### config.mk
export PLATFORM = sky130hd
export DESIGN_NAME = acpi_pm1_evt
export DESIGN_NICKNAME = d
export VERILOG_FILES = /design/src/rtl/acpi_pm1_pkg.sv /design/src/rtl/acpi_pm1_win_dec.sv /design/src/rtl/acpi_pm1_tmr.sv /design/src/rtl/acpi_pm1_evt_regs.sv /design/src/rtl/acpi_pm1_evt.sv
export SDC_FILE = /design/constraint.sdc
export NUM_CORES = 1
export LEC_CHECK = 0
export ABC_AREA = 1
export BUFFER_PORTS_ARGS = -buffer_cell sky130_fd_sc_hd__buf_2
export CORE_ASPECT_RATIO = 1.5
export CORE_MARGIN = 2
export CORE_UTILIZATION = 30
export DETAILED_ROUTE_END_ITERATION = 10
export GPL_ROUTABILITY_DRIVEN = 0
export SYNTH_ARGS = -nofsm -noshare
export SYNTH_HDL_FRONTEND = slang
export SYNTH_SLANG_ARGS = --single-unit
### constraint.sdc
create_clock -name clk -period 1.5 [get_ports clk]
set_input_delay 0.225 -clock clk [delete_from_list [all_inputs] [get_ports clk]]
set_output_delay 0.225 -clock clk [all_outputs]
set_load 0.02 [all_outputs]
### src/rtl/acpi_pm1_pkg.sv
package acpi_pm1_pkg;

  localparam int STS_W = 16;

  // status / enable bit positions of the interrupting sources
  localparam int BIT_TMR    = 0;
  localparam int BIT_GLOCK  = 5;
  localparam int BIT_PWRBTN = 8;
  localparam int BIT_RTC    = 10;

  localparam logic [STS_W-1:0] SCI_SRC_MASK =
    (STS_W'(1) << BIT_TMR)   | (STS_W'(1) << BIT_GLOCK) |
    (STS_W'(1) << BIT_PWRBTN) | (STS_W'(1) << BIT_RTC);

  // register offsets within the window
  localparam int OFF_STS = 'h00;
  localparam int OFF_EN  = 'h02;
  localparam int OFF_TMR = 'h08;

  typedef enum logic [1:0] {
    SEL_NONE = 2'd0,
    SEL_STS  = 2'd1,
    SEL_EN   = 2'd2,
    SEL_TMR  = 2'd3
  } pm1_sel_e;

endpackage

### src/rtl/acpi_pm1_win_dec.sv
module acpi_pm1_win_dec
  import acpi_pm1_pkg::*;
#(
  parameter int ADDR_W   = 16,
  parameter int WIN_LOG2 = 6
) (
  input  logic              clk,
  input  logic              rst_n,
  input  logic [31:0]       cfg_base_i,
  input  logic              win_en_i,
  input  logic              valid_i,
  input  logic [ADDR_W-1:0] addr_i,
  output logic              hit_o,
  output pm1_sel_e          sel_o
);

  localparam int TAG_W = ADDR_W - WIN_LOG2;

  logic [TAG_W-1:0]    addr_tag;
  logic [TAG_W-1:0]    base_tag;
  logic [WIN_LOG2-1:0] offset;
  logic                tag_match;
  logic                unused_ok;

  assign addr_tag  = addr_i[ADDR_W-1:WIN_LOG2];
  assign base_tag  = cfg_base_i[ADDR_W-1:WIN_LOG2];
  assign offset    = addr_i[WIN_LOG2-1:0];
  assign tag_match = (addr_tag == base_tag);
  assign hit_o     = valid_i & win_en_i & tag_match;

  // base bits outside the decoded tag carry no meaning
  assign unused_ok = ^{cfg_base_i[31:ADDR_W], cfg_base_i[WIN_LOG2-1:0]};

  always_comb begin
    sel_o = SEL_NONE;
    if (hit_o) begin
      if (int'(offset) == OFF_STS)      sel_o = SEL_STS;
      else if (int'(offset) == OFF_EN)  sel_o = SEL_EN;
      else if (int'(offset) == OFF_TMR) sel_o = SEL_TMR;
      else                              sel_o = SEL_NONE;
    end
  end

  a_r3_gated_by_enable: assert property (@(posedge clk) disable iff (!rst_n)
    hit_o |-> win_en_i);

  a_r2_tag_match: assert property (@(posedge clk) disable iff (!rst_n)
    hit_o |-> (addr_i[ADDR_W-1:WIN_LOG2] == cfg_base_i[ADDR_W-1:WIN_LOG2]));

  a_r12_sel_needs_hit: assert property (@(posedge clk) disable iff (!rst_n)
    (sel_o != SEL_NONE) |-> hit_o);

endmodule

### src/rtl/acpi_pm1_tmr.sv
module acpi_pm1_tmr #(
  parameter int TMR_W = 24
) (
  input  logic             clk,
  input  logic             rst_n,
  input  logic             tick_i,
  output logic [TMR_W-1:0] cnt_o,
  output logic             ovf_o
);

  localparam int MSB = TMR_W - 1;

  logic [TMR_W-1:0] cnt_q;
  logic [TMR_W-1:0] cnt_inc;

  assign cnt_inc = cnt_q + TMR_W'(1);
  assign ovf_o   = tick_i & (cnt_inc[MSB] ^ cnt_q[MSB]);
  assign cnt_o   = cnt_q;

  always_ff @(posedge clk or negedge rst_n) begin
    if (!rst_n) begin
      cnt_q <= '0;
    end else if (tick_i) begin
      cnt_q <= cnt_inc;
    end
  end

  a_r7_hold_without_tick: assert property (@(posedge clk) disable iff (!rst_n)
    !tick_i |=> $stable(cnt_q));

  a_r7_step_on_tick: assert property (@(posedge clk) disable iff (!rst_n)
    tick_i |=> (cnt_q == TMR_W'($past(cnt_q) + 1'b1)));

  a_r8_ovf_only_on_tick: assert property (@(posedge clk) disable iff (!rst_n)
    ovf_o |-> tick_i);

  a_r8_ovf_at_carry: assert property (@(posedge clk) disable iff (!rst_n)
    (tick_i && (cnt_q[MSB-1:0] == '1)) |-> ovf_o);

endmodule

### src/rtl/acpi_pm1_evt_regs.sv
module acpi_pm1_evt_regs #(
  parameter int STS_W = 16
) (
  input  logic             clk,
  input  logic             rst_n,
  input  logic             sts_wr_i,
  input  logic             en_wr_i,
  input  logic [STS_W-1:0] wdata_i,
  input  logic [STS_W-1:0] set_i,
  output logic [STS_W-1:0] sts_o,
  output logic [STS_W-1:0] en_o
);

  logic [STS_W-1:0] sts_q, sts_d;
  logic [STS_W-1:0] en_q, en_d;
  logic             sts_ce, en_ce;

  // next state: software clear first, hardware set applied last so it wins
  always_comb begin
    sts_d = sts_q;
    if (sts_wr_i) begin
      sts_d = sts_d & ~wdata_i;
    end
    sts_d  = sts_d | set_i;
    sts_ce = sts_wr_i | (|set_i);
  end

  always_comb begin
    en_d  = wdata_i;
    en_ce = en_wr_i;
  end

  always_ff @(posedge clk or negedge rst_n) begin
    if (!rst_n) begin
      sts_q <= '0;
    end else if (sts_ce) begin
      sts_q <= sts_d;
    end
  end

  always_ff @(posedge clk or negedge rst_n) begin
    if (!rst_n) begin
      en_q <= '0;
    end else if (en_ce) begin
      en_q <= en_d;
    end
  end

  assign sts_o = sts_q;
  assign en_o  = en_q;

  a_r6_set_wins: assert property (@(posedge clk) disable iff (!rst_n)
    (set_i != '0) |=> ((sts_q & $past(set_i)) == $past(set_i)));

  a_r4_w1c: assert property (@(posedge clk) disable iff (!rst_n)
    (sts_wr_i && (set_i == '0)) |=> (sts_q == ($past(sts_q) & ~$past(wdata_i))));

  a_r4_idle_hold: assert property (@(posedge clk) disable iff (!rst_n)
    (!sts_wr_i && (set_i == '0)) |=> $stable(sts_q));

  a_r5_enable_rw: assert property (@(posedge clk) disable iff (!rst_n)
    en_wr_i |=> (en_q == $past(wdata_i)));

endmodule

### src/rtl/acpi_pm1_evt.sv
module acpi_pm1_evt
  import acpi_pm1_pkg::*;
#(
  parameter int ADDR_W   = 16,
  parameter int DATA_W   = 32,
  parameter int TMR_W    = 24,
  parameter int WIN_LOG2 = 6
) (
  input  logic              clk,
  input  logic              rst_n,
  input  logic [31:0]       cfg_base_i,
  input  logic              win_en_i,
  input  logic              io_valid_i,
  input  logic              io_write_i,
  input  logic [ADDR_W-1:0] io_addr_i,
  input  logic [15:0]       io_wdata_i,
  output logic [DATA_W-1:0] io_rdata_o,
  output logic              io_hit_o,
  input  logic [15:0]       evt_set_i,
  input  logic              pm_tick_i,
  output logic              sci_o,
  output logic              tmr_arm_o
);

  logic             hit;
  pm1_sel_e         sel;
  logic             wr_sts, wr_en;
  logic [STS_W-1:0] sts, en, set_vec;
  logic [TMR_W-1:0] tmr_cnt;
  logic             tmr_ovf;
  logic [STS_W-1:0] pending;

  acpi_pm1_win_dec #(
    .ADDR_W   (ADDR_W),
    .WIN_LOG2 (WIN_LOG2)
  ) u_dec (
    .clk        (clk),
    .rst_n      (rst_n),
    .cfg_base_i (cfg_base_i),
    .win_en_i   (win_en_i),
    .valid_i    (io_valid_i),
    .addr_i     (io_addr_i),
    .hit_o      (hit),
    .sel_o      (sel)
  );

  acpi_pm1_tmr #(
    .TMR_W (TMR_W)
  ) u_tmr (
    .clk    (clk),
    .rst_n  (rst_n),
    .tick_i (pm_tick_i),
    .cnt_o  (tmr_cnt),
    .ovf_o  (tmr_ovf)
  );

  always_comb begin
    set_vec          = evt_set_i;
    set_vec[BIT_TMR] = evt_set_i[BIT_TMR] | tmr_ovf;
  end

  assign wr_sts = io_write_i & (sel == SEL_STS);
  assign wr_en  = io_write_i & (sel == SEL_EN);

  acpi_pm1_evt_regs #(
    .STS_W (STS_W)
  ) u_regs (
    .clk      (clk),
    .rst_n    (rst_n),
    .sts_wr_i (wr_sts),
    .en_wr_i  (wr_en),
    .wdata_i  (io_wdata_i),
    .set_i    (set_vec),
    .sts_o    (sts),
    .en_o     (en)
  );

  always_comb begin
    io_rdata_o = '0;
    if (!io_write_i) begin
      case (sel)
        SEL_STS: io_rdata_o = DATA_W'(sts);
        SEL_EN:  io_rdata_o = DATA_W'(en);
        SEL_TMR: io_rdata_o = DATA_W'(tmr_cnt);
        default: io_rdata_o = '0;
      endcase
    end
  end

  assign pending   = sts & en & SCI_SRC_MASK;
  assign sci_o     = |pending;
  assign tmr_arm_o = en[BIT_TMR] & ~sts[BIT_TMR];
  assign io_hit_o  = hit;

  a_r9_sci_has_source: assert property (@(posedge clk) disable iff (!rst_n)
    sci_o |-> ((sts[BIT_TMR] & en[BIT_TMR]) | (sts[BIT_GLOCK] & en[BIT_GLOCK]) |
               (sts[BIT_PWRBTN] & en[BIT_PWRBTN]) | (sts[BIT_RTC] & en[BIT_RTC])));

  a_r10_other_bits_silent: assert property (@(posedge clk) disable iff (!rst_n)
    (((sts & en) & ~SCI_SRC_MASK) == (sts & en)) |-> !sci_o);

  a_r11_arm_rule: assert property (@(posedge clk) disable iff (!rst_n)
    tmr_arm_o |-> (en[BIT_TMR] && !sts[BIT_TMR]));

  a_r3_no_write_when_off: assert property (@(posedge clk) disable iff (!rst_n)
    (!win_en_i && (evt_set_i == '0) && !pm_tick_i) |=> ($stable(sts) && $stable(en)));

endmodule

# Word-level counts from Yosys, hierarchy flattened
# Index checks and enable logic that the tools add are counted.
op_classes:
  n_addsub: 1
  n_mul: 0
  n_div: 0
  n_lt_le_gt_ge: 0
  eq_ne: 6
  shifts: 0
  muxes: 7
  n_bitwise: 14
  reduce_logical: 3
op_table:
  columns: ["op", "count"]
  rows:
  - ["$pmux W24 S3", 1]
  - ["$mux W32", 1]
  - ["$add A24 B1 Y24 const B", 1]
  - ["$and A16 B16 Y16", 1]
  - ["$mux W16", 1]
  - ["$not A16 Y16", 1]
  - ["$or A16 B16 Y16", 1]
  - ["$reduce_or A16 Y1", 1]
  - ["$and A11 B11 Y11", 1]
  - ["$eq A10 B10 Y1", 1]
  - ["$mux W2", 4]
  - ["$and A1 B1 Y1", 6]
  - ["$eq A6 B3 Y1 const B", 1]
  - ["$eq A6 B5 Y1 const B", 1]
  - ["$logic_not A6 Y1", 1]
  - ["$eq A2 B2 Y1 const B", 2]
  - ["$reduce_or A4 Y1", 1]
  - ["$eq A2 B1 Y1 const B", 1]
  - ["$or A1 B1 Y1", 2]
  - ["$not A1 Y1", 1]
  - ["$xor A1 B1 Y1", 1]
totals:
  reg_bits: 56
  latch_bits: 0
  ramBits: 0
  romBits: 0
  input_bits: 86
  elab_cells: 34
  memories: 0

# Depth between registers and ports, before layout
# Gate-level depths: netlist (run 1).
depth:
  word_depth: 9
  depth_mapped: 12
  depth_no_buf: 11

# Hierarchy
# A second synthesis (run 1) with hierarchy kept.
unflattened:
  cells_unflattened: 537
  hier_area_um2: 3828.7
by_module_without_submodules:
  columns: ["module", "instances", "cells_each", "area_each_um2", "seq_area_each_um2"]
  rows:
  - ["acpi_pm1_tmr", 1, 176, 1395.1, 600.6]
  - ["acpi_pm1_evt_regs", 1, 149, 1298.7, 800.8]
  - ["acpi_pm1_evt", 1, 146, 865.8, 0.0]
  - ["acpi_pm1_win_dec", 1, 66, 269.0, 0.0]

# Least setup slack after synthesis (run 1)
# No wires, ideal clock.
synth_path:
  path_type: "input to output"
  start: "input io_addr_i[5]"
  end: "output io_rdata_o[16]"
  arrival_ns: 1.463
  t_required_ns: 1.275
  setup_slack_ns: -0.188
  cell_stages: 6
  n_path_buf: 1
  cell_sequence: "nor2_2 > nand3b_1 > nor3_4 > buf_2 > nand3b_1 > nor2_1"
synth_via:
  elab_chain_len: 8
synth_lines:
  columns: ["element", "line_no", "source"]
  rows:
  - ["start: declaration", "acpi_pm1_evt.sv:15", "input logic [ADDR_W-1:0] io_addr_i,"]
  - ["$eq A6 B5 Y1", "acpi_pm1_win_dec.sv:39", "else if (int'(offset) == OFF_TMR) sel_o = SEL_TMR;"]
  - ["$mux W2", "acpi_pm1_win_dec.sv:39", null]
  - ["$mux W2", "acpi_pm1_win_dec.sv:38", "else if (int'(offset) == OFF_EN) sel_o = SEL_EN;"]
  - ["$mux W2 *", "acpi_pm1_win_dec.sv:37", "if (int'(offset) == OFF_STS) sel_o = SEL_STS;"]
  - ["$mux W2 *", "acpi_pm1_win_dec.sv:36", "if (hit_o) begin"]
  - ["$eq A2 B2 Y1 or $eq A2 B1 Y1 (tied branches)", "acpi_pm1_evt.sv:81", "case (sel)"]
  - ["$pmux W24 S3 *", "acpi_pm1_evt.sv:81", null]
  - ["$mux W32 *", "acpi_pm1_evt.sv:80", "if (!io_write_i) begin"]
  - ["end: declaration", "acpi_pm1_evt.sv:17", "output logic [DATA_W-1:0] io_rdata_o,"]
# Every way passes the cells marked *; elsewhere a longest branch is shown, timed or not.

# Worst setup path in the final report (run 1)
layout_path:
  start: "input io_addr_i[13]"
  end: "output io_rdata_o[15]"
layout_via:
  elab_chain_len: 6
layout_lines:
  columns: ["element", "line_no", "source"]
  rows:
  - ["$eq A10 B10 Y1 *", "acpi_pm1_win_dec.sv:28", "assign tag_match = (addr_tag == base_tag);"]
  - ["$and A1 B1 Y1 *", "acpi_pm1_win_dec.sv:29", "assign hit_o = valid_i & win_en_i & tag_match;"]
  - ["$mux W2 *", "acpi_pm1_win_dec.sv:36", null]
  - ["$eq A2 B2 Y1 or $eq A2 B1 Y1 (tied branches)", "acpi_pm1_evt.sv:81", null]
  - ["$pmux W24 S3 *", "acpi_pm1_evt.sv:81", null]
  - ["$mux W32 *", "acpi_pm1_evt.sv:80", null]
# Marks and branches as above.

==> results of run 1 <==
==> path summary, 6_finish.rpt <==
check                                startpoint         endpoint  slack (ns)  depth (start not counted)
min in group asynchronous                 rst_n   u_tmr.cnt_o[7]        0.44                          3
max in group asynchronous                 rst_n   u_regs.en_o[0]        0.79                          3
worst min-delay path               evt_set_i[7]  u_regs.sts_o[7]        0.11                          3
worst max register to register   u_tmr.cnt_o[0]  u_tmr.cnt_o[11]       -0.08                          8
worst max-delay path              io_addr_i[13]   io_rdata_o[15]       -0.33                         13
worst min register to register  u_tmr.cnt_o[23]  u_tmr.cnt_o[23]        0.47                          1
==> routing by layer <==
metal  routed length (µm)  vias to the layer above  GRT usage (%)
li1                     -                     1727              -
met1                 3810                     1548          18.24
met2                 5034                       82          26.16
met3                  313                       14          2.584
met4                  198                        0          5.471
met5                    0                        -              0
==> critical path, delay by kind of cell <==
kind          cells  cell delay, ns
buf+inv           5            0.49
simple gates      8            0.88
==> power groups by stage <==
| stage | registers (µW) | clock network (µW) | logic (µW) |
|---|---|---|---|
| final | 1700 | 1410 | 832 |
| after global routing | 1710 | 1520 | 917 |
| after CTS | 1680 | 1430 | 686 |
| after detailed placement | 1710 | 0 | 649 |
| after global placement | 1700 | 0 | 634 |
| after floorplan | 1720 | 0 | 283 |
==> sequential cells by signal (all words and copies together), names as in the netlist <==
register and flops:
u_regs.en_o 16, u_tmr.cnt_o 24, u_regs.sts_o 16
==> kinds of logic after synthesis <==
kind of cell    count (synthesis)  share of synthesized area (%)
fa+ha+maj                       1                         0.3683
simple gates                  230                          32.82
buf+inv                       120                          14.77
flops                          56                          41.25
xor+xnor                       21                          5.414
compound gates                 35                          5.267
other cells                     1                         0.1104
==> metrics by stage <==
| step | utilization (%) | TNS (ns) | std cells | power (µW) | area (µm²) |
|---|---|---|---|---|---|
| final | 46.84 | -7.035 | 743 | 3934 | 5179 |
| after global routing | 46.84 | -10.37 | 743 | 4145 | 5179 |
| after CTS | 44.56 | -6.311 | 735 | 3798 | 4926 |
| after detailed placement | 39.33 | -11.07 | 721 | 2357 | 4348 |
| after global placement | 39.33 | -10.13 | 721 | 2337 | 4348 |
| after floorplan | - | -2.564 | 471 | 2000 | 3500 |
==> repair_timing <==
| action | 4_1_cts | 5_1_grt |
|---|---|---|
| endpoints found under the setup margin | 30 | 53 |
| pin swaps | 4 | 21 |
| hold buffers | 1 | 0 |
| setup buffers | 4 | 8 |
| resized for setup | 93 | 63 |
| hold endpoints to repair | 56 | 0 |
| gates cloned | 1 | 2 |
==> layout make-up <==
cell class	count	area, µm²	area share [%]
sequential	56	1401	27.06
multi-input combinational	295	1836	35.44
tap	147	183.9	3.552
clock buffer	7	152.6	2.948
timing repair buffer	143	1220	23.56
inverter	94	355.3	6.862
clock inverter	1	30.03	0.5798
==> cells in the final DEF, fill, tap and decap left out, drive strengths merged, types with 2 or more instances in the layout <==
master and instances:
conb 8, nand3 27, nand2 103, dfrtp 56, nand3b 3, buf 141
xor2 16, o21ai 32, clkbuf 8, xnor2 5, a21oi 2, nor2 30
inv 94, nor3 10, nand4 54
==> impl.org, run 1 <==
** Status
- Result of the run :: finished with violations
- Violated checks :: negative setup slack

** Detailed routing
- After the first detailed-routing iteration, the DRC count stood at 238.
- Post-detailed-route via-to-cell ratio :: 4.537
- Summed over all layers, the routed wires come to 9.357 mm.
- Total number of vias :: 3371
- Antenna-violating nets left :: 0
- Count of TritonRoute iterations in the first routing pass :: 4
- In the routed design, unresolved DRC markers number 0.
- In the final routed layout, each cell accounts on average for 12.59 µm.

** Power and ir drop
- In this run the static leakage power is 0.002835 µW.
- Of the total power, the clock network draws 35.8%.
- Net switching is 25.79% of the power.
- Summed over all nets, the switching power comes to 1014 µW.
- For this design the ratio of total power to cell area is 759.6 nW/µm².
- IR drop worst, VDD :: 0.0004128 V
- Proportion of power drawn by combinational gates :: 21.1%
- Int Pwr :: 2919 µW
- Of the total power, registers draw 43.1%.

** Synthesis
- After synthesis, the netlist uses 29 different library cells.
- Top cells by area, synth :: sky130_fd_sc_hd__dfrtp_1, sky130_fd_sc_hd__nand2_1, sky130_fd_sc_hd__inv_1
- Average cell area after synthesis :: 7.321 µm²
- The synthesized design contains 0 enable-type register cells.
- Cell area after technology mapping :: 3397 µm²
- After synthesis, the largest area contributor takes up 41.25% of total cell area.
- Yosys instantiated no cell more often than sky130_fd_sc_hd__nand2_1.
- Cell types with the highest counts after synthesis :: sky130_fd_sc_hd__nand2_1, sky130_fd_sc_hd__inv_1, sky130_fd_sc_hd__dfrtp_1, sky130_fd_sc_hd__nand4_1, sky130_fd_sc_hd__nand3_1
- Counting flops and latches in the post-synthesis netlist gives 56.
- Among all flip-flop cells after synthesis, the most frequent one is sky130_fd_sc_hd__dfrtp_1.
- Synthesized instance count :: 464
- Post-synthesis sequential area ratio :: 41.25%
- For this run, the number of Yosys warnings is 0.
- The largest total area in the synthesized netlist belongs to sky130_fd_sc_hd__dfrtp_1.
- For this run, asynchronously set or reset flops after synthesis account for 100.0%.

** Placement
- Count of input and output buffers :: 90
- Estimated wirelength of the detail-placed design :: 6.748 mm
- Worst setup slack before clock tree synthesis :: -0.3078 ns

** Global route
- The via count of the first global-routing pass is 3229.
- The initial antenna violation count was 0.
- First-pass GRT wire length :: 14.91 mm
- Grt ovf :: 0
- Entering global routing, the biggest net connects 57 pins.
- In the global route stage, overall resource usage came out at 14.88%.

** Timing
- Clock period minus worst slack :: 1.827 ns
- Static timing analysis puts the maximum clock frequency at 547.4 MHz.
- Minimum hold slack :: 0.1058 ns
- Final number of hold-violating endpoints :: 0
- Setup repair after global routing missed its margin :: true
- Final number of max-transition violations :: 0
- Final setup violation count :: 29
- Worst Skew :: 0.007361 ns
- The worst path uses 121.8% of the clock period.
- Final worst-path setup slack :: -0.3269 ns

** Final layout
- In the final design database the tool counted 682 nets.
- Cells with a size suffix above 1 make up 39.77% of the layout.
- The repair_antennas step left the layout with diodes totalling 0.
- Count of filler cells inserted in the layout :: 1114
- Area grow syn2layout :: 52.45%

** Die
- 121 I/O pins were placed.
- Std cell rows :: 47
- Chip width :: 90.89 µm
- Die Span Y :: 134.3 µm
- Starting Density :: 30.73%
- The total area inside the core boundary comes to 11060 µm².
- Die Area :: 12210 µm²

** Job
- The tool flagged a number of max-cap violations equal to 0.

** Clock tree
- Number of sinks on the clock net :: 56
- The tree is rooted in a sky130_fd_sc_hd__clkbuf_16.
- The clock passes through at most 2 buffers.
- Clock-pin slew was measured on the worst setup and hold paths at 0.07 ns.
- Clock latency of the later-clocked register in the worst-skew pair :: 0.30 ns
- H-tree depth reported by CTS :: 2
- Buffers inserted during clock tree synthesis total 5.
- CTS tree :: built

** Setup path
- At the worst endpoint, the arrival time is 1.60 ns.
- Largest driver fanout on the critical path :: 8
- Crit path cell chain :: buf_6, inv_1, nand2_1, nand2_1, nor2_1, nand2_1, nor2_4, nand2_4, nor3b_4, buf_6, nand2_2, inv_2, buf_6
- Critical Path Source Type :: input port
- Data required, critical path :: 1.27 ns
- Setup crit end kind :: output port
- Largest stage delay on the critical path :: 0.27 ns
- Critical Path Slowest Stage Cell :: sky130_fd_sc_hd__nor3b_4
- Worst Path Class, Setup :: input port to output port

** Min path
- Path category of the worst min-delay check :: input port to flip-flop
No activity file was read; power rests on OpenSTA's default activity.
==> run 2: changes to the inputs <==
--- a/config.mk
+++ b/config.mk
@@ -12,6 +12,7 @@
 export CORE_UTILIZATION = 30
 export DETAILED_ROUTE_END_ITERATION = 10
 export GPL_ROUTABILITY_DRIVEN = 0
+export MAX_ROUTING_LAYER = met4
 export SYNTH_ARGS = -nofsm -noshare
 export SYNTH_HDL_FRONTEND = slang
 export SYNTH_SLANG_ARGS = --single-unit
==> impl.org, run 2 (synthesis results as in run 1) <==
** Clock tree
- In this run, CTS created clock tree buffers numbering 5.
- H-tree depth reported by CTS :: 2
- CTS saw 56 sinks.
- CTS clk-pin slew, worst paths :: 0.07 ns
- Clock latency of the later-clocked register in the worst-skew pair :: 0.30 ns
- CTS tree :: built
- The tree is rooted in a sky130_fd_sc_hd__clkbuf_16.
- Max Root-Sink Buffers :: 2

** Detailed routing
- Across all layers, the routed design uses 3391 vias.
- In the final routed layout, each cell accounts on average for 12.64 µm.
- In this run, the number of DRC markers left after iteration 0 of detailed routing was 137.
- The detail route stage leaves a number of antenna-violating nets equal to 0.
- Post-Route WL :: 9.403 mm
- Number of remaining DRC errors :: 0
- In the routed layout, each cell is associated on average with a via count of 4.558.
- The first detailed-routing pass ran for 4 iterations.

** Min path
- Path category of the worst min-delay check :: input port to flip-flop

** Timing
- Hold is met by 0.1046 ns.
- Final number of hold-violating endpoints :: 0
- Static timing analysis puts the maximum clock frequency at 544.8 MHz.
- Setup violations remaining at the end of the flow were counted as 28.
- In the finished design, the share of the clock period the worst path needs comes to 122.4%.
- The number of max-slew violations in the final report was 0.
- Clock period minus worst slack :: 1.835 ns
- Setup repair after global routing missed its margin :: true
- Total negative slack :: -7.006 ns
- Between clock sinks in the finished design, the worst skew comes to 0.007641 ns.
- Across all setup checks in the final design, the least slack found is -0.3355 ns.

** Global route
- Entering global routing, the biggest net connects 57 pins.
- The via count of the first global-routing pass is 3232.
- For this run, the total global-route usage over all layers was measured as 15.32%.
- First-pass GRT wire length :: 14.90 mm
- Number of antenna violations at the first check in global routing :: 0
- Grt ovf :: 0

** Setup path
- Largest stage delay on the critical path :: 0.27 ns
- Critical Path Slowest Stage Cell :: sky130_fd_sc_hd__nor3b_4
- Critical Path Source Type :: input port
- The worst setup path is captured at an output port.
- For the worst setup path, the data required time is 1.27 ns.
- Data on the critical path arrives at its endpoint at 1.61 ns.
- Largest driver fanout on the critical path :: 8
- The critical path in this run is classified as input port to output port.
- The critical path goes through buf_6, inv_1, nand2_1, nand2_1, nor2_1, nand2_1, nor2_4, nand2_4, nor3b_4, buf_6, nand2_2, inv_2, buf_6.

** Final layout
- The post-route netlist has 40.03% of its cells at a drive strength greater than 1.
- Cells fill 47.00% of the core in the end.
- In the final design database the tool counted 683 nets.
- The area growth from synthesis to layout is 52.96%.
- Flip-flop count of the largest register after layout :: 24
- The number of antenna diodes in the final layout is 0.
- The library cells used most frequently in the layout, excluding fill and tap cells, are sky130_fd_sc_hd__nand2_1, sky130_fd_sc_hd__inv_1, sky130_fd_sc_hd__dfrtp_1.
- Leaving out fill and tap cells, the most frequent cell in the layout is sky130_fd_sc_hd__nand2_1.

** Power and ir drop
- Int Pwr :: 2943 µW
- Dividing total power by cell area gives a power density of 765.2 nW/µm².
- Of the total power, the clock network draws 35.4%.
- Fraction of power consumed by sequential logic :: 42.8%
- IR analysis of the VDD net gives a maximum drop of 0.0004155 V.
- For this design the static power due to leakage is 0.002847 µW.
- Switching pwr :: 1033 µW
- Net switching is 25.98% of the power.
- Combinational logic burns 21.8% of the power.

** Die
- Die Area :: 12210 µm²
- The initial utilization of the core area, before any placement, comes to 30.73%.
- Chip width :: 90.89 µm
- I/O pins :: 121
- Row generation in the floorplan step produced 47 rows.
- The floorplan step defined a core boundary enclosing 11060 µm².
- In this run the vertical extent of the chip is 134.3 µm.

** Status
- The flow ran to the end, but the final reports show violations.
- The checks that failed: negative setup slack.

** Placement
- Count of input and output buffers :: 90
- Estimated wirelength of the detail-placed design :: 6.748 mm

** Job
- Maximum capacitance violations :: 0
## run 2: area by class of cell
cell class | count | area [µm²]
repair buffers | 144 | 1231
well taps | 147 | 183.9
multi-input cells | 295 | 1841
clock inverters | 1 | 30.03
fillers | 1111 | 5859
inverters | 94 | 355.3
flip-flops and latches | 56 | 1403
clock buffers | 7 | 152.6
## run 2: critical path, delay by kind of cell
kind / cells / cell delay, ns
buffers and inverters: 5 / 0.49
AND/OR/NAND/NOR: 8 / 0.90
## run 2: through the flow
stage | setup WS, ns | cell area (µm²) | power [µW] | cells
floorplan | -0.1780 | 3500 | 2000 | 471
global placement | -0.2959 | 4348 | 2337 | 721
detailed placement | -0.3078 | 4348 | 2357 | 721
CTS | -0.2936 | 4926 | 3798 | 735
global route | -0.4188 | 5196 | 4195 | 744
finish | -0.3355 | 5196 | 3976 | 744
## run 2: power by group through the flow
stage | logic [µW] | registers (µW) | clock network (µW)
finish | 867 | 1700 | 1410
global route | 957 | 1710 | 1520
CTS | 686 | 1680 | 1430
detailed placement | 649 | 1710 | 0
global placement | 634 | 1700 | 0
floorplan | 283 | 1720 | 0
## run 2: layer usage
metal,GRT usage [%],part of all wire [%]
met2,26.16,53
met4,5.471,2.5
met5,-,0
met1,18.28,41
met3,2.528,3.6
## run 2: worst paths after layout
kind,to,startpoint,depth (start not counted),slack [ns]
max,io_rdata_o[13],io_addr_i[13],13,-0.34
min,u_regs.sts_o[7],evt_set_i[7],3,0.10
max reg2reg,u_tmr.cnt_o[20],u_tmr.cnt_o[0],9,-0.05
min reg2reg,u_tmr.cnt_o[23],u_tmr.cnt_o[23],1,0.47
max in group asynchronous,u_tmr.cnt_o[1],rst_n,3,0.77
min in group asynchronous,u_tmr.cnt_o[7],rst_n,3,0.44
## run 2: what timing repair did
action | CTS | global route
hold buffers | 1 | 0
endpoints found under the hold margin | 56 | 0
endpoints found under the setup margin | 30 | 53
cloned | 1 | 2
setup buffers | 4 | 9
pin swaps | 4 | 21
resized for setup | 93 | 64
==> run 3: changes to the inputs <==
==> constraint.sdc (replaced) <==
create_clock -name clk -period 1.5 [get_ports clk]
set_input_delay 0.075 -clock clk [delete_from_list [all_inputs] [get_ports clk]]
set_output_delay 0.075 -clock clk [all_outputs]
set_load 0.02 [all_outputs]
==> impl.org, run 3 (synthesis results as in run 1) <==
** Status
- Result of the run :: finished with violations
- Violated checks :: negative setup slack

** Detailed routing
- Dividing the detail-routed wire length by the instance count gives 12.64 µm.
- Total number of vias :: 3435
- The first detailed-routing pass took 4 iterations.
- The final layout contains routed wiring with a total length of 9.515 mm.
- Dividing the detail-routed via count by the number of cells gives 4.562.
- Once detail routing completed, the nets flagged for antenna violations numbered 0.
- Initial DRC count :: 177
- After detailed routing, the number of remaining DRC violations is 0.

** Timing
- The number of max-slew violations in the final report came to 0.
- Setup violations remaining at the end of the flow were counted as 4.
- Final worst-path setup slack :: -0.03977 ns
- Final clock period utilization by the worst path :: 102.7%
- Hold timing on the final database bottoms out at a slack of 0.03162 ns.
- Setup repair after global routing could not meet its margin everywhere.
- Worst Skew :: 0.003951 ns
- Timing would allow up to 649.4 MHz.
- Final number of hold-violating endpoints :: 0
- The worst path in the final design needs a cycle of 1.540 ns, including I/O delays and setup.

** Clock tree
- H-tree depth reported by CTS :: 2
- Cts bufs inserted :: 5
- CTS clk-pin slew, worst paths :: 0.07 ns
- CTS tree :: built
- CTS Root Buffer Type :: sky130_fd_sc_hd__clkbuf_16
- In this run the deepest clock path goes through 2 buffers.
- CTS saw 56 sinks.
- Clock latency of the later-clocked register in the worst-skew pair :: 0.29 ns

** Die
- Chip width :: 90.89 µm
- Die Area :: 12210 µm²
- Core Footprint :: 11060 µm²
- I/O pins :: 121
- Row generation in the floorplan step produced 47 rows.
- Once the floorplan was initialized, standard cells occupied 30.73% of the core.
- The die is 134.3 µm tall.

** Setup path
- CP arrival :: 1.75 ns
- For this run, the slowest stage of the critical path takes 0.40 ns.
- Most used cell, CP :: sky130_fd_sc_hd__nand3_2
- Critical Path Source Type :: flip-flop
- The critical path goes through nand3_2, nor2_4, nand3_2, buf_4, nand3b_1, nor2_1, xor2_1.
- Data required, critical path :: 1.71 ns
- Along the worst path, the maximum fanout reaches 3.
- STA classifies the critical path endpoint as a flip-flop.
- Critical Path Slowest Stage Cell :: sky130_fd_sc_hd__dfrtp_1
- Worst Path Class, Setup :: flip-flop to flip-flop

** Global route
- The via count of the first global-routing pass is 3557.
- Tot GR Track Use :: 16.12%
- Grt ovf :: 0
- Maximum number of pins on one net before global-route repair :: 57
- First-pass GRT wire length :: 15.73 mm
- Number of antenna violations at the first check in global routing :: 0

** Placement
- Count of input and output buffers :: 90
- Including well taps, the total number of placed cells is 718.
- At the placement stage, the worst setup path has a slack of -0.1050 ns.
- Estimated wirelength of the detail-placed design :: 6.758 mm

** Min path
- The tightest min-delay check is of the input port to flip-flop type.

** Final layout
- The repair_antennas step left the layout with diodes totalling 0.
- The filler cells instantiated in the layout total 1156.
- Leaving out fill and tap cells, the most frequent cell in the layout is sky130_fd_sc_hd__nand2_1.
- Area grow syn2layout :: 50.39%
- Once layout is complete, the cells apart from fillers number 753.
- Highest-count cells in the layout ignoring fill and taps :: sky130_fd_sc_hd__nand2_1, sky130_fd_sc_hd__inv_1, sky130_fd_sc_hd__buf_2
- Flip-flop count of the largest register after layout :: 24
- Ratio of cells with drive above 1 in the final layout :: 35.31%
- After the last flow step, the layout net total stands at 692.

** Power and ir drop
- The design draws 3622 µW.
- For this design the static power due to leakage is 0.002886 µW.
- IR drop worst, VDD :: 0.0005455 V
- For this design the ratio of total power to cell area is 709.0 nW/µm².

** Job
- The tool flagged a number of max-cap violations equal to 0.
==> run 3: changes by cell type in the layout (fill, tap and decap cells not counted), moves of 5 or more <==
cell | before | now
sky130_fd_sc_hd__buf_2 | 52 | 64
sky130_fd_sc_hd__buf_6 | 42 | 25
sky130_fd_sc_hd__dlygate4sd3_1 | 1 | 17
sky130_fd_sc_hd__nand2_2 | 14 | 8
sky130_fd_sc_hd__nand2_4 | 11 | 16
sky130_fd_sc_hd__nand3_1 | 18 | 23
sky130_fd_sc_hd__nor2_1 | 13 | 22
sky130_fd_sc_hd__nor2_4 | 14 | 4
sky130_fd_sc_hd__o21ai_0 | 5 | 16
sky130_fd_sc_hd__o21ai_1 | 25 | 16
==> run 3: timing repair <==
action                                  4_1_cts  5_1_grt
buffers inserted                              8        0
endpoints found under the setup margin       21       33
pin swaps                                    24       20
hold endpoints to repair                     72        0
resized for setup                            96       31
hold buffers                                 17        0
cloned                                        1        1
==> run 3: report_power, final <==
part / internal [µW] / total, µW / switching, µW
combinational: 387 / 741 / 354
clock: 666 / 1190 / 520
sequential: 1610 / 1690 / 88.9
total: 2660 / 3620 / 963
==> run 3: cell type report <==
cell class	instances	area (µm²)	area share (%)
clock buffers	7	142.6	2.792
clock inverters	1	7.507	0.1470
inverters	94	357.8	7.005
multi-input cells	295	1738	34.02
flip-flops and latches	56	1401	27.43
well taps	147	183.9	3.600
repair buffers	153	1277	25.01
==> run 3: layer usage <==
metal / GRT usage [%] / up-vias / wire [µm]
li1: - / 1746 / -
met1: 17.09 / 1578 / 3791
met2: 29.77 / 90 / 5154
met3: 2.360 / 21 / 263
met4: 6.734 / 0 / 306
met5: - / - / 0
==> run 3: through the flow <==
step                      cell area, µm²    TNS (ns)  utilization, %
after floorplan                     3428  -0.0004583               -
after global routing                5109      -2.956           46.21
after CTS                           4974     -0.1962           44.99
after detailed placement            4274      -2.244           38.66
after global placement              4274      -1.143           38.66
final                               5109    -0.07319           46.21
==> run 3: critical path: cells and delay by family (launching register included) <==
family                    cells  cell delay [ns]
and+or+nand+nor               5             0.74
DFF                           1             0.40
buffers and inverters         1             0.16
xor gates and xnor gates      1             0.16
==> run 3: final timing paths <==
check / to / cells past startpoint / start / slack [ns]
setup / recovery: u_tmr.cnt_o[11] / 7 / u_tmr.cnt_o[0] / -0.04
hold / removal: u_tmr.cnt_o[0] / 2 / pm_tick_i / 0.03
setup reg to reg: u_tmr.cnt_o[11] / 7 / u_tmr.cnt_o[0] / -0.04
hold reg to reg: u_tmr.cnt_o[23] / 1 / u_tmr.cnt_o[23] / 0.47
max in group asynchronous: u_regs.en_o[4] / 3 / rst_n / 0.94
min in group asynchronous: u_regs.sts_o[11] / 3 / rst_n / 0.32
